### config.mk
export PLATFORM = sky130hd
export DESIGN_NAME = frac_strobe_gen
export DESIGN_NICKNAME = d
export VERILOG_FILES = /design/src/rtl/frac_pkg.sv /design/src/rtl/frac_cfg_regs.sv /design/src/rtl/frac_mod_engine.sv /design/src/rtl/frac_bin_engine.sv /design/src/rtl/frac_strobe_gen.sv
export SDC_FILE = /design/constraint.sdc
export NUM_CORES = 1
export LEC_CHECK = 0
export BUFFER_PORTS_ARGS = -buffer_cell sky130_fd_sc_hd__buf_2
export CORE_MARGIN = 2
export CORE_UTILIZATION = 54
export CTS_CLUSTER_DIAMETER = 120
export CTS_CLUSTER_SIZE = 40
export DETAILED_ROUTE_END_ITERATION = 12
export PLACE_DENSITY = 0.77
export SYNTH_ARGS = -nofsm -noshare
export SYNTH_HDL_FRONTEND = slang
export SYNTH_SLANG_ARGS = --single-unit
### constraint.sdc
create_clock -name clk -period 3.55 [get_ports clk]
set_input_delay 0.71 -clock clk [delete_from_list [all_inputs] [get_ports clk]]
set_output_delay 0.71 -clock clk [all_outputs]
set_load 0.02 [all_outputs]
### src/rtl/frac_pkg.sv
package frac_pkg;

    typedef enum logic [1:0] {
        ST_IDLE  = 2'd0,
        ST_PREP  = 2'd1,
        ST_RUN   = 2'd2,
        ST_FAULT = 2'd3
    } fs_state_e;

    localparam int ENGINE_MODULO = 0;
    localparam int ENGINE_BINARY = 1;

endpackage

### src/rtl/frac_cfg_regs.sv
module frac_cfg_regs #(
    parameter int DEN_W = 11
) (
    input  logic             clk,
    input  logic             rst,
    input  logic             load,
    input  logic [DEN_W-1:0] num_in,
    input  logic [DEN_W-1:0] den_in,
    output logic [DEN_W-1:0] num_q,
    output logic [DEN_W-1:0] den_q,
    output logic             ratio_ok
);

    always_ff @(posedge clk) begin
        if (rst) begin
            num_q <= '0;
            den_q <= '0;
        end else if (load) begin
            num_q <= num_in;
            den_q <= den_in;
        end
    end

    // valid only for 0 < N < D
    always_comb begin
        ratio_ok = (num_q != '0) && (num_q < den_q);
    end

endmodule

### src/rtl/frac_mod_engine.sv
module frac_mod_engine #(
    parameter int DEN_W = 11
) (
    input  logic             clk,
    input  logic             rst,
    input  logic             clear,
    input  logic             step,
    input  logic [DEN_W-1:0] num,
    input  logic [DEN_W-1:0] den,
    output logic             prep_done,
    output logic             strobe
);

    localparam int ACC_W = DEN_W + 1;

    logic [ACC_W-1:0] acc_q;
    logic [ACC_W-1:0] sum;
    logic [ACC_W-1:0] wrapped;
    logic             hit;

    always_comb begin
        sum     = acc_q + {1'b0, num};
        hit     = (sum >= {1'b0, den});
        wrapped = hit ? (sum - {1'b0, den}) : sum;
    end

    always_ff @(posedge clk) begin
        if (rst || clear) begin
            acc_q  <= '0;
            strobe <= 1'b0;
        end else if (step) begin
            acc_q  <= wrapped;
            strobe <= hit;
        end else begin
            strobe <= 1'b0;
        end
    end

    assign prep_done = 1'b1;

    // residue stays below the modulus while stepping
    p_acc_bound_r3: assert property (@(posedge clk) disable iff (rst)
        step |-> (acc_q < {1'b0, den}));

    // a strobe only follows a stepping cycle
    p_strobe_after_step_r3: assert property (@(posedge clk) disable iff (rst)
        strobe |-> $past(step));

endmodule

### src/rtl/frac_bin_engine.sv
module frac_bin_engine #(
    parameter int DEN_W   = 11,
    parameter int PHASE_W = 32
) (
    input  logic             clk,
    input  logic             rst,
    input  logic             clear,
    input  logic             prep,
    input  logic             step,
    input  logic [DEN_W-1:0] num,
    input  logic [DEN_W-1:0] den,
    output logic             prep_done,
    output logic             strobe
);

    localparam int CNT_W = $clog2(PHASE_W + 1);

    logic [DEN_W-1:0]   rem_q;
    logic [PHASE_W-1:0] quo_q;
    logic [CNT_W-1:0]   cnt_q;
    logic [PHASE_W-1:0] phase_q;

    logic [DEN_W:0]     shifted;
    logic [DEN_W:0]     diff;
    logic               ge;
    logic [PHASE_W:0]   phase_sum;
    logic               unused_bits;

    always_comb begin
        shifted   = {rem_q, 1'b0};
        ge        = (shifted >= {1'b0, den});
        diff      = shifted - {1'b0, den};
        phase_sum = {1'b0, phase_q} + {1'b0, quo_q};
        prep_done = (cnt_q == CNT_W'(PHASE_W));
    end

    assign unused_bits = diff[DEN_W];

    // serial restoring divider: quo = floor(num * 2^PHASE_W / den)
    always_ff @(posedge clk) begin
        if (rst || clear) begin
            rem_q <= num;
            quo_q <= '0;
            cnt_q <= '0;
        end else if (prep && !prep_done) begin
            rem_q <= ge ? diff[DEN_W-1:0] : shifted[DEN_W-1:0];
            quo_q <= {quo_q[PHASE_W-2:0], ge};
            cnt_q <= cnt_q + 1'b1;
        end
    end

    always_ff @(posedge clk) begin
        if (rst || clear) begin
            phase_q <= '0;
            strobe  <= 1'b0;
        end else if (step) begin
            phase_q <= phase_sum[PHASE_W-1:0];
            strobe  <= phase_sum[PHASE_W];
        end else begin
            strobe  <= 1'b0;
        end
    end

    // partial remainder stays below the divisor during preparation
    p_rem_bound_r9: assert property (@(posedge clk) disable iff (rst)
        prep |-> (rem_q < den));

    // no strobe emerges from a preparation cycle
    p_quiet_prep_r9: assert property (@(posedge clk) disable iff (rst)
        (prep && !step) |=> !strobe);

endmodule

### src/rtl/frac_strobe_gen.sv
module frac_strobe_gen
    import frac_pkg::*;
#(
    parameter int DEN_W      = 11,
    parameter int PHASE_MODE = 0,
    parameter int PHASE_W    = 32
) (
    input  logic             clk,
    input  logic             rst,
    input  logic             run,
    input  logic [DEN_W-1:0] num_in,
    input  logic [DEN_W-1:0] den_in,
    output logic             strobe,
    output logic             cfg_bad
);

    fs_state_e        state_q;
    fs_state_e        state_nx;
    logic [DEN_W-1:0] num_q;
    logic [DEN_W-1:0] den_q;
    logic             ratio_ok;
    logic             cfg_load;
    logic             eng_clear;
    logic             eng_prep;
    logic             eng_step;
    logic             prep_done;

    frac_cfg_regs #(.DEN_W(DEN_W)) u_cfg (
        .clk      (clk),
        .rst      (rst),
        .load     (cfg_load),
        .num_in   (num_in),
        .den_in   (den_in),
        .num_q    (num_q),
        .den_q    (den_q),
        .ratio_ok (ratio_ok)
    );

    generate
        if (PHASE_MODE == ENGINE_BINARY) begin : g_binary
            frac_bin_engine #(.DEN_W(DEN_W), .PHASE_W(PHASE_W)) u_engine (
                .clk       (clk),
                .rst       (rst),
                .clear     (eng_clear),
                .prep      (eng_prep),
                .step      (eng_step),
                .num       (num_q),
                .den       (den_q),
                .prep_done (prep_done),
                .strobe    (strobe)
            );
        end else begin : g_modulo
            logic unused_prep;
            assign unused_prep = eng_prep;
            frac_mod_engine #(.DEN_W(DEN_W)) u_engine (
                .clk       (clk),
                .rst       (rst),
                .clear     (eng_clear),
                .step      (eng_step),
                .num       (num_q),
                .den       (den_q),
                .prep_done (prep_done),
                .strobe    (strobe)
            );
        end
    endgenerate

    // state register
    always_ff @(posedge clk) begin
        if (rst) state_q <= ST_IDLE;
        else     state_q <= state_nx;
    end

    // transitions
    always_comb begin
        state_nx = state_q;
        unique case (state_q)
            ST_IDLE:  if (run) state_nx = ratio_ok ? ST_PREP : ST_FAULT;
            ST_PREP:  if (!run) state_nx = ST_IDLE;
                      else if (prep_done) state_nx = ST_RUN;
            ST_RUN:   if (!run) state_nx = ST_IDLE;
            ST_FAULT: if (!run) state_nx = ST_IDLE;
            default:  state_nx = ST_IDLE;
        endcase
    end

    // per-state controls
    always_comb begin
        cfg_load  = 1'b0;
        eng_clear = 1'b0;
        eng_prep  = 1'b0;
        eng_step  = 1'b0;
        cfg_bad   = 1'b0;
        unique case (state_q)
            ST_IDLE: begin
                cfg_load  = !run;
                eng_clear = 1'b1;
            end
            ST_PREP:  eng_prep  = 1'b1;
            ST_RUN:   eng_step  = 1'b1;
            ST_FAULT: begin
                cfg_bad   = 1'b1;
                eng_clear = 1'b1;
            end
            default:  eng_clear = 1'b1;
        endcase
    end

    // captured ratio frozen whenever run is high
    p_cfg_freeze_r2: assert property (@(posedge clk) disable iff (rst)
        run |=> ($stable(num_q) && $stable(den_q)));

    // outside RUN the next strobe is low
    p_idle_quiet_r7: assert property (@(posedge clk) disable iff (rst)
        (state_q != ST_RUN) |=> !strobe);

    // flag and strobe never high together
    p_fault_silent_r6: assert property (@(posedge clk) disable iff (rst)
        cfg_bad |-> !strobe);

    // a bad ratio seen at start raises the flag
    p_fault_entry_r6: assert property (@(posedge clk) disable iff (rst)
        (state_q == ST_IDLE && run && !ratio_ok) |=> cfg_bad);

endmodule

Yosys cells after proc, flatten, opt, wreduce, memory -nomap -nowiden
Cells that the tools add are included.

Add/sub/neg operators: 2. Equal/unequal tests: 5. Bitwise logic cells: 1. Multiplexer cells: 10. Reduce and logical (&&, ||, !) cells: 9. $lt $le $gt $ge: 2.

Operators with widths (number): 12-bit by 11-bit adder with 12-bit output (1); 12-bit by 11-bit greater-or-equal comparator with 1-bit output (1); 12-bit two-way mux (1); 12-bit by 11-bit subtractor with 12-bit output (1); 11-bit less-than comparator (1); 11-bit nonzero test (1); 2-bit two-way mux (4); 2-bit case mux with 3 select lines (1); 2-bit OR reduction (3); 2-bit equality test, second input constant (2); 1-bit two-way mux (4); 2-bit != test, second input constant (2); 2-bit by 1-bit equality test with 1-bit output, second input constant (1); 2-bit zero test (1); 2-bit AND reduction (1); 1-bit logical AND (1); 1-bit zero test (1); 1-bit logical OR (1); 1-bit NOT (1).

Bits in registers: 37. Logic and storage cells: 34. Input bits: 25. Output and inout port bits: 2.

Depth between registers and ports, before layout
Gate-level depths: netlist of the first run.

Word-level depth: 5. Gate-level depth with buffers: 15. Mapped depth without buffers: 15.

Cells and area by module
A second synthesis of the first run with hierarchy kept.

Cells, all modules: 348. Area total of the unflattened synthesis: 2950.3 µm².

By module, submodules not included: frac_mod_engine (sequential area each 260.2 µm², times used 1, area an instance 1674.1 µm², cells each 214); frac_cfg_regs (sequential area each 440.4 µm², times used 1, area an instance 1072.3 µm², cells each 111); frac_strobe_gen (sequential area each 40.0 µm², times used 1, area an instance 203.9 µm², cells each 23).

Worst setup path before layout of the first run
Ideal clock, no wire load.

Kind: register -> register. Start point: register u_cfg.num_q[0]. End point: register g_modulo.u_engine.acc_q[11]. Path buffers: 0. Stages on the path, launching flop included: 15. Clock period less this slack: 3.377 ns. Data arrival time: 3.307 ns. Required time: 3.480 ns. Slack: 0.173 ns. Setup time: 0.070 ns. Cell sequence: dfxtp_1 > ha_1 > fa_1 > a211oi_1 > o21a_1 > o21ai_0 > a21oi_1 > xnor2_1 > ha_1 > and3_1 > o211ai_1 > a31oi_1 > a31oi_1 > or4b_1 > a21oi_1.

Cells in the longest elaborated chain, start to end: 3. Elaborated cells on any way between the ends: 4. Classes of those cells: add/sub: 2; order compare: 1; mux: 1.

RTL lines: start: declaration (line frac_cfg_regs.sv:9) `output logic [DEN_W-1:0] num_q,`; start signal: assignment (line frac_cfg_regs.sv:19) `num_q <= num_in;`; 12-bit by 11-bit adder with 12-bit output (*) (line frac_mod_engine.sv:22) `sum = acc_q + {1'b0, num};`; 12-bit by 11-bit subtractor with 12-bit output or 12-bit by 11-bit greater-or-equal comparator with 1-bit output (tied branches) (line frac_mod_engine.sv:24, frac_mod_engine.sv:23); 12-bit two-way mux (*) (line frac_mod_engine.sv:24) `wrapped = hit ? (sum - {1'b0, den}) : sum;`; end signal: assignment (line frac_mod_engine.sv:32) `acc_q <= wrapped;`; end: declaration (line frac_mod_engine.sv:16) `logic [ACC_W-1:0] acc_q;`.

Mark *: on every way between the ends. The rest lies on a longest branch, timed or not. A chain may end at the register's enable or synchronous reset.

Worst setup path in the final report of the first run
Start point: register g_modulo.u_engine.acc_q[5]. End point: register g_modulo.u_engine.acc_q[11].

Cells in the longest elaborated chain, start to end: 3. Elaborated cells on any way between the ends: 4. Classes of those cells: add/sub: 2; order compare: 1; mux: 1.

RTL lines (line): 12-bit by 11-bit adder with 12-bit output (*) (frac_mod_engine.sv:22); 12-bit by 11-bit subtractor with 12-bit output or 12-bit by 11-bit greater-or-equal comparator with 1-bit output (tied branches) (frac_mod_engine.sv:24, frac_mod_engine.sv:23); 12-bit two-way mux (*) (frac_mod_engine.sv:24).

Marks and branches as above.

==> results of run 1 <==
## power groups by stage
stage	sequential, mW	clock (mW)	combinational, mW
6_report	0.530	0.400	1.47
5_1_grt	0.537	0.423	1.61
4_1_cts	0.522	0.400	1.34
3_5_place_dp	0.531	0	1.30
3_3_place_gp	0.529	0	1.27
2_1_floorplan	0.521	0	0.983
## metal layers
| metal | up-vias | routed length [um] | part of all wire, % | track usage, % |
|---|---|---|---|---|
| met3 | 11 | 486 | 6.4 | 4.82 |
| met4 | 0 | 144 | 1.9 | 11.6 |
| met2 | 108 | 3550 | 47 | 40.3 |
| met1 | 1305 | 3370 | 45 | 32.3 |
| li1 | 1405 | - | - | - |
| met5 | - | 0 | 0 | 0 |
## worst register-to-register path, delay by kind of cell (launching register included)
kind                     cells  cell delay, ns
AO/OA/AOI/OAI                7            1.17
AND/OR/NAND/NOR              4            0.93
XOR/XNOR                     1            0.14
flip-flops                   1            0.35
adder cells (fa/ha/maj)      2            0.74
## synth_stat cells, types with 2 or more instances
cell and count:
a21oi_1 39, a31oi_1 12, xnor2_1 7, nand3_1 13
o21a_1 8, nor2b_1 8, nor3_1 5, clkbuf_1 10
a211oi_1 7, inv_1 18, dfxtp_1 37, o21bai_1 3
o21ai_0 32, fa_1 2, a21o_1 6, nor4_1 4
nand2_1 57, or3_1 3, ha_1 37, a21o_2 2
xor2_1 3, nor2_1 19, nand2b_1 4, o211ai_1 4
## per-stage QoR
| stage | util, % | setup slack (ns) | cell area (sq um) | std cells |
|---|---|---|---|---|
| global route | 67.1 | -0.0218 | 3430 | 482 |
| finish | 67.1 | 0.148 | 3430 | 482 |
| detailed placement | 61.3 | -0.0317 | 3130 | 467 |
| global placement | 61.3 | 0.0532 | 3130 | 467 |
| CTS | 64.0 | 0.00885 | 3270 | 475 |
| floorplan | - | 0.173 | 2860 | 369 |
## area by class of cell
| cell class | instances | share of cell area [%] |
|---|---|---|
| inverter | 18 | 1.97 |
| clock inverter | 2 | 1.10 |
| clock buffer | 6 | 2.41 |
| sequential | 37 | 21.7 |
| timing repair buffer | 48 | 8.62 |
| multi-input combinational | 301 | 61.7 |
| tap | 70 | 2.56 |
## cells by family (layout without fill, tap and decap cells)
kind of cell,after synthesis,count (layout),share of synthesized area [%]
compound gates,127,127,27.6
buf+inv,31,74,4.38
flops,37,37,25.9
xor+xnor,12,12,4.20
mux,1,1,0.394
simple gates,122,122,19.9
fa+ha+maj,39,39,17.6
## final timing paths
kind              slack [ns]  cells after the start                        from                          end
hold reg to reg         0.46                      2              u_cfg.den_q[6]               u_cfg.den_q[6]
hold / removal          0.46                      2              u_cfg.den_q[6]               u_cfg.den_q[6]
setup / recovery        0.15                     14  g_modulo.u_engine.acc_q[5]  g_modulo.u_engine.acc_q[11]
setup reg to reg        0.15                     14  g_modulo.u_engine.acc_q[5]  g_modulo.u_engine.acc_q[11]
## state kept, by name, indices dropped and copies added, names as in the netlist
name	cells
g_modulo.u_engine.acc_q	12
g_modulo.u_engine.strobe	1
state_q	2
u_cfg.den_q	11
u_cfg.num_q	11
## timing repair
action                                  in CTS  in global routing
pin swaps                                    0                 14
resized for setup                            4                 24
endpoints found under the setup margin      11                 12
buffers inserted                             0                  7
==> results_dict.tcl, run 1 <==
set metrics [dict create \
    hold_slack_ns 0.459 \
    fillers 427 \
    grt_usage_pct 25.0 \
    die_area_sq_mm 0.00589 \
    final_cell_mix "57 x nand2_1, 36 x dfxtp_1, 35 x a21oi_1, 30 x ha_1, 29 x o21ai_0" \
    io_pins 27 \
    cp_slowest_cell "or4b_1" \
    final_hold_viol_count 0 \
    synth.avg_cell_area_sq_um 7.74 \
    cts_buffer_depth 2 \
    synth_top_area_share_pct 25.9 \
    crit_family "compound AO/OA/AOI/OAI gates" \
    timing.setup.critical_path_class "flip-flop to flip-flop" \
    area_growth_syn_to_layout_pct 19.9 \
    cp_num_buf_inv 0 \
    seq_area_frac_synth_pct 25.9 \
    min_path_type "flip-flop to flip-flop" \
    cp_cell_sequence "ha_2, o21ai_2, a211o_1, a21oi_2, and2b_2, xnor2_1, ha_1, nand3_1, nor2_2, o211ai_1, a31oi_2, a31oi_1, or4b_1, a21oi_1" \
    synth_async_sr_flop_share_pct 0 \
    num_vias 2829 \
    ys_types 53 \
    ant_nets 0 \
    clk_latency_ns 0.30 \
    critPathRequiredTime_ns 3.78 \
    drt-initial-drc-count 176 \
    power_leakage_nw 1.39 \
    synthCells 369 \
    cts_made_buffers 5 \
    critPathLaunchType "flip-flop" \
    grt-ovfl-total 0 \
    antenna_found_initial 0 \
    combPwrFrac_pct 61.2 \
    cts_tree "built" \
    clk_pin_slew_worst_paths_ns 0.09 \
    switching_power_mw 1.06 \
    setup_tns_ns 0 \
    cp-end-kind "flip-flop" \
    max-vdd-ir-drop_uv 332 \
    fmax_mhz 294 \
    swShare_pct 44.1 \
    multi_input_area_sq_mm 0.00211 \
    p_int_mw 1.34 \
    tightestPinTransition_ns 0.762 \
    syn_area_sq_mm 0.00286 \
    clock-root-buffer "clkbuf_8" \
    die_h_um 76.7 \
    setup_violations 0 \
    nets 475 \
    max_cap_violations 0 \
    postCtsHoldBufs 0 \
    yosysWarnings 0 \
    drt-wirelength-per-cell_um 15.7 \
    powerDensity_mw_per_mm2 699 \
    diodes 0 \
    slowest_delay_ns 0.46 \
    period_needed_ns 3.40 \
    p_seq_share_pct 22.1 \
    first_pass_iters 6 \
    drc 0 \
    port_buffers 26 \
    post_drt_via_cell_ratio 5.87 \
    synthesis.nets 433 \
    initial_utilization_pct 56.0 \
    drive_above_1_share_pct 22.3 \
    crit_fanout 4 \
    grt_pass1_wl_um 12000 \
    totalWireLength_um 7550 \
    final_common_cell "nand2_1" \
    cp.arrival_ns 3.63 \
    synth_edf_count 0 \
    pwr-share-clk_pct 16.7 \
    min_period_over_period_pct 95.8 \
    relSlewSlack_pct 49.2 \
    rows 26 \
    cts.htree.levels 2 \
    place.gp.congestion 0.860 \
    synth_top_area_cell "dfxtp_1" \
    regArea_sq_um 742 \
    ys.flop_type "dfxtp_1" \
    first_global_vias 2683 \
    maxSlewViolCount 0 \
    synth_area_leaders "dfxtp_1 26%, ha_1 16%, nand2_1 7.5%" \
    die-width_um 76.7 \
    grt_max_degree 28 \
    place_hpwl_um 5430 \
    status "completed" \
    clock_sinks 37 \
    core_area_sq_mm 0.00511 \
    skew_ns 0.00651 \
    p_total_mw 2.40 \
    synth-seq-cells 37 \
]
Power figures use the tool's default switching activity.
==> run 2: changes to the inputs <==
--- a/config.mk
+++ b/config.mk
@@ -7,11 +7,12 @@
 export LEC_CHECK = 0
 export BUFFER_PORTS_ARGS = -buffer_cell sky130_fd_sc_hd__buf_2
 export CORE_MARGIN = 2
-export CORE_UTILIZATION = 54
+export CORE_UTILIZATION = 55
+export CTS_BUF_LIST = sky130_fd_sc_hd__clkbuf_4
 export CTS_CLUSTER_DIAMETER = 120
 export CTS_CLUSTER_SIZE = 40
 export DETAILED_ROUTE_END_ITERATION = 12
-export PLACE_DENSITY = 0.77
+export PLACE_DENSITY = 0.78
 export SYNTH_ARGS = -nofsm -noshare
 export SYNTH_HDL_FRONTEND = slang
 export SYNTH_SLANG_ARGS = --single-unit
==> run 2 against run 1 <==
Effect of this change:
- flip-flop and latch count unchanged
- via count down 1.9%
- largest power group unchanged
- die area down 1.7%
- largest cell class unchanged
- power down 7.2%
- sequential power down 0.9%
- first-iteration DRC count up 4.0%
==> results_dict.tcl, run 2 (synthesized netlist as in run 1, its figures left out) <==
set metrics [dict create \
    clk_pin_slew_worst_paths_ns 0.13 \
    port_buffers 26 \
    hold_slack_ns 0.462 \
    cp_slowest_cell "a2111oi_1" \
    postCtsHoldBufs 0 \
    maxSlewViolCount 0 \
    p_int_mw 1.21 \
    ant_nets 0 \
    drive_above_1_share_pct 19.1 \
    status "completed" \
    critPathRequiredTime_ns 3.85 \
    min_path_type "flip-flop to flip-flop" \
    max_cap_violations 0 \
    die_h_um 76.1 \
    power_leakage_nw 1.34 \
    cts_made_buffers 5 \
    switching_power_mw 1.01 \
    place_hpwl_um 5340 \
    pwr-share-clk_pct 13.8 \
    cp-end-kind "flip-flop" \
    cts.htree.levels 2 \
    cp_num_buf_inv 0 \
    top_register "g_modulo.u_engine.acc_q" \
    final_common_cell "nand2_1" \
    fillers 461 \
    max-vdd-ir-drop_uv 307 \
    min_period_over_period_pct 98.7 \
    largestRegisters "g_modulo.u_engine.acc_q (12), u_cfg.den_q (11), u_cfg.num_q (11)" \
    clock_sinks 37 \
    drt-wirelength-per-cell_um 14.9 \
    critPathLaunchType "flip-flop" \
    drt-initial-drc-count 183 \
    skew_ns 0.0102 \
    rows 26 \
    slowest_delay_ns 0.46 \
    cts_tree "built" \
    design_area_sq_mm 0.00327 \
    dpl_cell_area_sq_mm 0.00312 \
    clock-root-buffer "clkbuf_4" \
    num_vias 2774 \
    regArea_sq_um 742 \
    grt_max_degree 28 \
    p_total_mw 2.22 \
    period_needed_ns 3.50 \
    cp.arrival_ns 3.80 \
    timing.setup.critical_path_class "flip-flop to flip-flop" \
    initial_utilization_pct 56.3 \
    cp_cell_sequence "ha_1, a2111oi_1, a211o_1, a21oi_2, and2b_2, xnor2_1, ha_1, nand3_1, nor2_1, o211ai_1, a31oi_2, a31oi_1, or4b_1, a21oi_1" \
    p_seq_share_pct 23.6 \
    post_drt_via_cell_ratio 5.85 \
    multi_input_area_sq_mm 0.00206 \
    crit_fanout 5 \
    drc 0 \
    area_growth_syn_to_layout_pct 14.5 \
    setup_tns_ns 0 \
    place.gp.congestion 0.900 \
    combPwrFrac_pct 62.6 \
    first_global_vias 2566 \
    tightestPinTransition_ns 0.757 \
    first_pass_iters 5 \
    diodes 0 \
    grt-ovfl-total 0 \
    fmax_mhz 285 \
    totalWireLength_um 7060 \
    crit_family "compound AO/OA/AOI/OAI gates" \
    die_area_sq_mm 0.00579 \
    final_hold_viol_count 0 \
    swShare_pct 45.4 \
    largest_reg_flops 12 \
    path_common_cell "ha_1" \
    grt_pass1_wl_um 11600 \
    cts_buffer_depth 2 \
    powerDensity_mw_per_mm2 680 \
    io_pins 27 \
    grt_usage_pct 24.6 \
    final_cell_mix "57 x nand2_1, 36 x dfxtp_1, 35 x a21oi_1, 35 x ha_1, 31 x o21ai_0" \
    relSlewSlack_pct 49.6 \
    nets 467 \
    core_area_sq_mm 0.00507 \
    setup_violations 0 \
    rsz0062_at_grt "true" \
    die-width_um 76.1 \
    clk_latency_ns 0.36 \
    antenna_found_initial 0 \
]
==> run 2: cell count changes in the layout (fill, tap and decap cells not counted), moves of 2 or more <==
cell      previous run  this run
ha_2                 3         1
ha_1                30        35
o21ai_0             29        31
o21ai_1              4         1
buf_4               22        14
clkbuf_4             0         5
ha_4                 4         1
clkbuf_8             6         0
==> run 2: final timing paths <==
path / slack, ns / start / cells after the start / endpoint
worst min register to register: 0.46 / u_cfg.den_q[6] / 2 / u_cfg.den_q[6]
worst max-delay path: 0.05 / u_cfg.num_q[4] / 14 / g_modulo.u_engine.acc_q[11]
worst min-delay path: 0.46 / u_cfg.den_q[6] / 2 / u_cfg.den_q[6]
worst max register to register: 0.05 / u_cfg.num_q[4] / 14 / g_modulo.u_engine.acc_q[11]
==> run 2: power by group through the flow <==
stage	combinational, mW	clock (mW)	sequential [mW]
after floorplan	0.983	0	0.521
after global placement	1.27	0	0.531
final	1.39	0.306	0.525
after CTS	1.31	0.308	0.523
after detailed placement	1.30	0	0.532
after global routing	1.54	0.324	0.532
==> run 2: per-stage QoR <==
stage	worst slack, ns	instances	util [%]
floorplan	0.173	369	-
detailed placement	0.0150	466	61.5
finish	0.0468	474	64.5
global route	-0.169	474	64.5
CTS	-0.0304	474	63.1
global placement	0.0737	466	61.5
==> run 2: worst register-to-register path, stage by stage, from the launching register on <==
cell,delay [ns]
dfxtp_1,0.42
ha_1,0.31
a2111oi_1,0.47
a211o_1,0.18
a21oi_2,0.05
and2b_2,0.23
xnor2_1,0.07
ha_1,0.36
nand3_1,0.10
nor2_1,0.16
o211ai_1,0.12
a31oi_2,0.27
a31oi_1,0.11
or4b_1,0.46
a21oi_1,0.14
==> run 2: final cells by class <==
class | instances | area share [%]
Multi-Input combinational cell | 301 | 63.0
Timing Repair Buffer | 40 | 7.19
Tap cell | 70 | 2.68
Inverter | 18 | 2.07
Sequential cell | 37 | 22.7
Clock buffer | 5 | 1.15
Clock inverter | 3 | 1.26
==> run 2: repair_timing <==
action	4_1_cts	5_1_grt
gates resized for setup	1	17
endpoints found under the setup margin	7	13
buffers inserted	0	0
pin swaps	0	8
==> run 2: metal layers <==
layer	track usage, %	part of all wire, %	wire, um
met1	33.5	47	3330
met2	40.0	46	3280
met3	4.27	4.3	307
met4	7.27	2.0	143
met5	0	0	0
